===== src/rtl/page_walker.sv =====
module page_walker #(
  parameter int VA_W  = 32,
  parameter int PPN_W = 24,
  parameter int OFF_W = 12
) (
  input  logic                   clk,
  input  logic                   rst_n,
  input  logic [31:0]            ptr_reg,
  input  logic                   req_valid,
  input  logic [3:0]             req_ctx,
  input  logic [VA_W-1:0]        req_va,
  input  logic [1:0]             access_op,
  input  logic                   req_user,
  output logic                   busy,
  output logic                   mem_req,
  output logic                   mem_we,
  output logic [31:0]            mem_addr,
  output logic [31:0]            mem_wdata,
  input  logic                   mem_ack,
  input  logic [31:0]            mem_rdata,
  output logic                   done,
  output logic                   fault,
  output logic [1:0]             fault_level,
  output logic [1:0]             fault_kind,
  output logic [PPN_W+OFF_W-1:0] phys_addr,
  output logic                   cacheable
);
  typedef enum logic [1:0] {S_IDLE, S_READ, S_WRITE} state_t;
  state_t st;
  logic [1:0]      lvl, op_q;
  logic            user_q;
  logic [VA_W-1:0] va_q;
  logic [31:0]     addr_q, wdata_q;

  wire [1:0]  etype = mem_rdata[1:0];
  wire [2:0]  code  = mem_rdata[4:2];
  wire [31:0] upd   = mem_rdata | 32'h20 | ((op_q == 2'd1) ? 32'h40 : 32'h0);
  wire [1:0]  bad_kind = (etype == 2'd0) ? 2'd1 : 2'd2;

  logic ok_r, ok_w, ok_x, allow;
  always_comb begin
    if (user_q) begin
      ok_r = code inside {3'd0, 3'd1, 3'd2, 3'd3, 3'd5};
      ok_w = code inside {3'd1, 3'd3};
      ok_x = code inside {3'd2, 3'd3, 3'd4};
    end else begin
      ok_r = code != 3'd4;
      ok_w = code inside {3'd1, 3'd3, 3'd5, 3'd7};
      ok_x = code inside {3'd2, 3'd3, 3'd4, 3'd6, 3'd7};
    end
    case (op_q)
      2'd1:    allow = ok_w;
      2'd2:    allow = ok_x;
      default: allow = ok_r;
    endcase
  end

  logic [7:0] idx;
  always_comb
    case (lvl)
      2'd0:    idx = va_q[31:24];
      2'd1:    idx = {2'b00, va_q[23:18]};
      default: idx = {2'b00, va_q[17:12]};
    endcase

  wire [31:0] next_addr = {mem_rdata[27:2], 6'b0} + {22'b0, idx, 2'b00};
  wire [31:0] ctx_addr  = {ptr_reg[27:2], 6'b0} | {26'b0, req_ctx, 2'b00};

  assign busy      = st != S_IDLE;
  assign mem_req   = busy;
  assign mem_we    = st == S_WRITE;
  assign mem_addr  = addr_q;
  assign mem_wdata = wdata_q;

  always_ff @(posedge clk) begin
    if (!rst_n) begin
      st <= S_IDLE;  lvl <= '0;  op_q <= '0;  user_q <= 1'b0;
      va_q <= '0;  addr_q <= '0;  wdata_q <= '0;
      done <= 1'b0;  fault <= 1'b0;  fault_level <= '0;  fault_kind <= '0;
      phys_addr <= '0;  cacheable <= 1'b0;
    end else begin
      done <= 1'b0;
      case (st)
        S_IDLE: if (req_valid) begin
          va_q <= req_va;  op_q <= access_op;  user_q <= req_user;
          addr_q <= ctx_addr;  lvl <= 2'd0;  st <= S_READ;
          fault <= 1'b0;  fault_level <= '0;  fault_kind <= '0;
          phys_addr <= '0;  cacheable <= 1'b0;
        end
        S_READ: if (mem_ack) begin
          if (lvl != 2'd3) begin
            if (etype == 2'd1) begin
              lvl <= lvl + 2'd1;
              addr_q <= next_addr;
            end else begin
              done <= 1'b1;  fault <= 1'b1;  fault_level <= lvl;
              fault_kind <= bad_kind;  st <= S_IDLE;
            end
          end else if (etype != 2'd2 || !allow) begin
            done <= 1'b1;  fault <= 1'b1;  fault_level <= 2'd3;
            fault_kind <= (etype != 2'd2) ? bad_kind : 2'd3;
            st <= S_IDLE;
          end else begin
            phys_addr <= {mem_rdata[31:8], va_q[OFF_W-1:0]};
            cacheable <= mem_rdata[7];
            if (upd != mem_rdata) begin
              wdata_q <= upd;
              st <= S_WRITE;
            end else begin
              done <= 1'b1;
              st <= S_IDLE;
            end
          end
        end
        S_WRITE: if (mem_ack) begin
          done <= 1'b1;
          st <= S_IDLE;
        end
        default: st <= S_IDLE;
      endcase
    end
  end
endmodule


===== config.mk =====
export PLATFORM = sky130hd
export DESIGN_NAME = page_walker
export DESIGN_NICKNAME = d
export VERILOG_FILES = /design/src/rtl/page_walker.sv
export SDC_FILE = /design/constraint.sdc
export NUM_CORES = 1
export LEC_CHECK = 0
export ABC_AREA = 0
export BUFFER_PORTS_ARGS = -buffer_cell sky130_fd_sc_hd__buf_2
export CAP_MARGIN = 0
export CORE_MARGIN = 4
export CORE_UTILIZATION = 28
export CTS_BUF_LIST = sky130_fd_sc_hd__clkbuf_8
export DETAILED_ROUTE_END_ITERATION = 8
export GPL_TIMING_DRIVEN = 0
export SYNTH_ARGS = -nofsm -noshare
export SYNTH_HDL_FRONTEND = slang
export SYNTH_SLANG_ARGS = --single-unit

===== constraint.sdc =====
create_clock -name clk -period 3.4 [get_ports clk]
set_clock_uncertainty 0.15 [all_clocks]
set_input_delay 0.51 -clock clk [delete_from_list [all_inputs] [get_ports clk]]
set_output_delay 0.51 -clock clk [all_outputs]
set_load 0.02 [all_outputs]

### Yosys cells after proc, flatten, opt, wreduce, memory -nomap -nowiden

Index checks and enable logic that the tools add are counted.

* register bits after elaboration: 146
* output and inout port bits: 110
* word-level logic and storage cells: 122

* add/sub/neg operators: 2
* eq/ne operators: 26
* multiplexer cells: 58
* bitwise gates (word level): 4
* reduce and logical (&&, ||, !) cells: 19

Operators by type and width (count)
* $mux 36: 4
* $mux 32: 4
* $pmux 36 s2: 1
* $pmux 32 s2: 1
* $mux 2: 21
* $add 32x10->32: 1
* $ne 32x32->1: 1
* $or 32x6->32: 1
* $or 32x7->32: 1
* $reduce_and 5->1: 4
* $mux 1: 17
* $ne 2x2->1 const B: 8
* $pmux 8 s2: 1
* $eq 3x3->1 const B: 4
* $pmux 2 s2: 3
* $reduce_bool 5->1: 2
* $ne 3x3->1 const B: 3
* $eq 2x1->1 const B: 4
* $pmux 1 s2: 4
* $mux 7: 1
* $eq 3x2->1 const B: 2
* $logic_not 2->1: 3
* $pmux 2 s3: 1
* $reduce_bool 2->1: 3
* 12 further kinds: 14

### Depth between registers and ports, before layout

* depth in word-level cells: 10
* mapped depth: 15
* depth with buffers taken out: 13

### Worst setup path before layout

Ideal clock, no wire load.

* path kind: register to register
* start: reg lvl[0]
* end: reg addr_q[28], in the netlist mem_addr[28]
* arrival: 2.901 ns
* required time: 3.155 ns
* slack: 0.253 ns
* cell stages (with the launch flop): 16
* period minus slack after synthesis: 3.147 ns
* cells stage by stage: dfxtp_1 -> inv_1 -> ha_1 -> clkbuf_1 -> nor2_1 -> nand2_1 -> nand2_1 -> ha_1 -> inv_1 -> fa_1 -> nand2b_1 -> a21oi_1 -> clkbuf_1 -> nand4_1 -> xor2_1 -> a221oi_1

* word-level cells in the longest chain between the ends: 7
* elaborated cells on any way between the ends: 11
* those cells by class: add/sub: 1; eq/ne: 3; mux: 5; reduce/logical: 2

RTL lines
* start: declaration: line 30 `logic [1:0] lvl, op_q;`
* start signal: assignment: line 93 `lvl <= lvl + 2'd1;`
* $eq 2x1->1 or $logic_not 2->1 (tied branches): line 60 `case (lvl)`
* $pmux 8 s2: line 60
* $add 32x10->32: line 66 `wire [31:0] next_addr = {mem_rdata[27:2], 6'b0} + {22'b0, idx, 2'b00};`
* $mux 32: line 92 `if (etype == 2'd1) begin`
* $mux 32: line 91 `if (lvl != 2'd3) begin`
* $mux 32: line 90 `S_READ: if (mem_ack) begin`
* $pmux 32 s2: line 83 `case (st)`
* end signal: assignment: line 94 `addr_q <= next_addr;`
* end: declaration: line 33 `logic [31:0] addr_q, wdata_q;`

Parallel ways exist; a longest one is shown, timed or not. The select of a mux whose other input is x is not followed.
A chain may end at the register's enable or synchronous reset.

### Worst setup path in the final report

* start: reg lvl[0]
* end: reg addr_q[13], in the netlist mem_addr[13]

The elaborated chain is that of the path after synthesis.

==> summary.md <==
| Metric | Value |
|---|---|
| Status | `finished clean` |
| R2R depth | `11` |
| Clock Path Buffers | `2` |
| Ys flop type | `dfxtp_1` |
| Final RePlAce weighted congestion | `0.8327` |
| Core area | `21760 sq um` |
| CP Launch Point | `lvl[0]` |
| Port bufs | `208` |
| Placed cell area | `7579 sq um` |
| Worst Min Path Start | `req_va[3]` |
| Power density cells | `507.7 nW/um^2` |
| Final setup vio count | `0` |
| DIE WIDTH | `156.6 um` |
| Clock latency on the worst-skew pair | `450 ps` |
| GR Util All Layers | `18.09%` |
| Initial Utilization | `28.42%` |
| Worst r2r src | `lvl[0]` |
| Area grow syn2layout | `29.34%` |
| Synth warn | `0` |
| Die area | `24530 sq um` |
| Synthesized cell area | `6183 sq um` |
| Top area cells in the synthesized netlist | `dfxtp_1 47%, nand2_1 8.3%, a22o_1 5.5%` |
| Max Freq | `316.9 MHz` |
| Final period utilization | `92.81%` |
| Initial DRC Count | `268` |
| Critical path class | `reg -> reg` |
| Max-Cap Viols | `0` |
| Critical Path End Type | `flop` |
| DRC Markers | `0` |
| Unrepaired setup endpoints after global routing | `no` |
| Sequential area share after synthesis | `46.62%` |
| Hold Violations, Final | `0` |
| Row cnt | `54` |
| Final wirelength | `22.89 mm` |
| Fraction of registers with async set/reset | `0%` |
| WL/cell | `18.42 um` |
| P_leak | `3.511 nW` |
| Via Count | `6172` |
| CP max stage delay | `510 ps` |
| CP endpoint | `mem_addr[13]` |
| Number of antenna violations at the first check in global routing | `8` |
| CP Buf/Inv Count | `2` |
| R2r setup slk | `240 ps` |
| Slowest CP cell | `a2111oi_0` |
| Via density | `4.965` |
| Avg Synthesized Cell Area | `8.600 sq um` |
| Max Slew Vio Count | `0` |
| Io pins | `217` |
| Antenna viol nets, final | `0` |
| Most frequent cell after synthesis | `dfxtp_1` |
| Final min period | `3155 ps` |
| CTS H-tree lvls | `4` |
| First-pass GRT wire length | `33.69 mm` |
| Clock root cell | `clkbuf_8` |
| Synth area leader | `dfxtp_1` |
| Distinct cell type count after synthesis | `59` |
| Data required time of the worst path | `3650 ps` |
| Clock Pin Slew Worst Setup and Hold Paths | `80 ps` |
| Worst slew pin tran | `792.0 ps` |
| Worst path depth | `11` |
| Crit path launch type | `flop` |
| Minimum setup slack in the final design | `244.5 ps` |
| DP Worst Slack | `-431.8 ps` |
| Power after layout | `0.004060 W` |
| Fill count | `2317` |
| Cts hold-fix bufs | `0` |
| Worst Path Arrival | `3410 ps` |
| Layout Nets | `1069` |
| Share of the synthesized area in the top cell type | `46.62%` |
| EDFF count, synth | `0` |
| RR Endpoint | `mem_addr[13]` |
| Setup tns final | `0 ps` |
| Slew Limit Headroom | `47.20%` |
| Hold Path Class | `in -> reg` |
| Iteration count of the initial detailed-routing pass | `5` |
| Fin area | `7998 sq um` |
| Max VDD drop | `0.1717 mV` |
| Gr ovfl total | `0` |
| Layout cells sized above 1 | `28.36%` |
| Detail Placement HPWL | `17.34 mm` |
| CP top delay family | `compound AO/OA/AOI/OAI gates` |
| CP Max Fanout | `11` |
| #FFs+latches synth | `144` |
| Synth Instances | `719` |
| Die height | `156.6 um` |
| Pin count of the biggest net entering global routing | `17` |
| Clock sinks | `144` |
| CTS tree | `built` |
| Num CTS Buffers | `17` |
| Post-synth top cells | `144 x dfxtp_1, 137 x nand2_1, 60 x a21oi_1` |
| Vias in the first global route | `5812` |
| Cell Chain, Critical Path | `inv_1 -> ha_1 -> clkbuf_2 -> a22o_1 -> a21o_1 -> ha_1 -> a211o_1 -> a21o_1 -> o22ai_1 -> a2111oi_0 -> a31o_1` |
==> cells by family (layout without fill, tap and decap cells) <==
family | count (synthesis) | count (layout) | synth area share (%)
AOI/OAI and AO/OA | 208 | 208 | 22.40
DFF | 144 | 144 | 46.62
and+or+nand+nor | 262 | 262 | 20.01
other | 1 | 6 | 0.06065
buffers and inverters | 70 | 309 | 5.119
muxes | 3 | 3 | 0.4857
adders and majority gates | 13 | 13 | 2.752
xor gates and xnor gates | 18 | 18 | 2.550
==> what timing repair did <==
action	4_1_cts	5_1_grt
setup endpoints to repair	10	3
buffers inserted	0	3
pin swaps	0	1
gates resized for setup	5	3
==> metal layers <==
metal  share of wire, %  GRT usage [%]
met5               0.21              0
met4                2.4          5.826
met3                8.2          6.139
met2                 46          28.72
met1                 44          23.19
==> sequential cells by signal (all words and copies together), names as in the netlist <==
signal       flops
cacheable        1
done             1
fault            1
fault_kind       2
fault_level      2
lvl              2
mem_addr        30
mem_wdata       32
op_q             2
phys_addr       36
st               2
user_q           1
va_q            32
==> per-stage QoR <==
step	util [%]	std cells	hold slack [ps]
6_report	36.76	1243	137.2
5_1_grt	36.75	1242	114.7
4_1_cts	36.60	1236	104.7
3_5_place_dp	34.83	1208	269.5
3_3_place_gp	34.83	1208	263.7
2_1_floorplan	-	720	281.7
==> worst min path at each step <==
stage / depth (start not counted) / endpoint / slack (ps)
floorplan: 2 / va_q[30] / 280
global placement: 2 / mem_wdata[0] / 260
detailed placement: 2 / mem_wdata[0] / 270
CTS: 3 / va_q[3] / 100
global route: 3 / va_q[3] / 110
finish: 3 / va_q[3] / 140
==> placed cells by master (no fill, tap or decap), types with 4 or more instances in the layout <==
| cell | Yosys | routed |
|---|---|---|
| o21ai_1 | 29 | 29 |
| o221ai_1 | 5 | 5 |
| and2_1 | 4 | 4 |
| a21o_1 | 4 | 4 |
| buf_2 | 7 | 215 |
| nor2_1 | 25 | 24 |
| buf_4 | 6 | 10 |
| a21oi_1 | 60 | 60 |
| ha_1 | 12 | 12 |
| a211o_1 | 4 | 4 |
| a22o_1 | 39 | 39 |
| o211ai_1 | 8 | 8 |
| nand2_1 | 137 | 137 |
| nand3_1 | 47 | 47 |
| and4_1 | 4 | 4 |
| clkinvlp_4 | 0 | 4 |
| nand4_1 | 12 | 12 |
| clkbuf_8 | 0 | 19 |
| diode_2 | 0 | 4 |
| a31oi_1 | 4 | 4 |
| clkbuf_1 | 35 | 32 |
| xor2_1 | 16 | 16 |
| a22oi_1 | 7 | 7 |
| dfxtp_1 | 144 | 142 |
| o21ai_0 | 15 | 15 |
| and3_1 | 13 | 13 |
| inv_1 | 15 | 15 |
| o22ai_1 | 14 | 14 |
==> where the power goes <==
| part | internal, W | switching (W) | total, W |
|---|---|---|---|
| combinational | 0.000283 | 0.000581 | 0.000864 |
| clock | 0.000676 | 0.000683 | 0.00136 |
| sequential | 0.00178 | 0.0000530 | 0.00184 |
| total | 0.00274 | 0.00132 | 0.00406 |
==> worst reg2reg max path: cells and delay by family (launching register included) <==
kind	cells	cell delay [ps]
AO/OA/AOI/OAI	7	1850
adder cells (fa/ha/maj)	2	490
flip-flops	1	370
buffers and inverters	2	260
==> final cells by class <==
class / count / area (sq um) / area share, %
Inverter: 16 / 60.06 / 0.7509
Sequential cell: 144 / 2885 / 36.08
Timing Repair Buffer: 211 / 1064 / 13.30
Antenna cell: 4 / 10.01 / 0.1252
Clock buffer: 19 / 261.5 / 3.270
Tap cell: 280 / 350.3 / 4.380
Multi-Input combinational cell: 506 / 2995 / 37.45
Buffer: 53 / 257.7 / 3.223
Clock inverter: 10 / 113.9 / 1.424
Note: power is estimated with default switching activity, not from simulation.
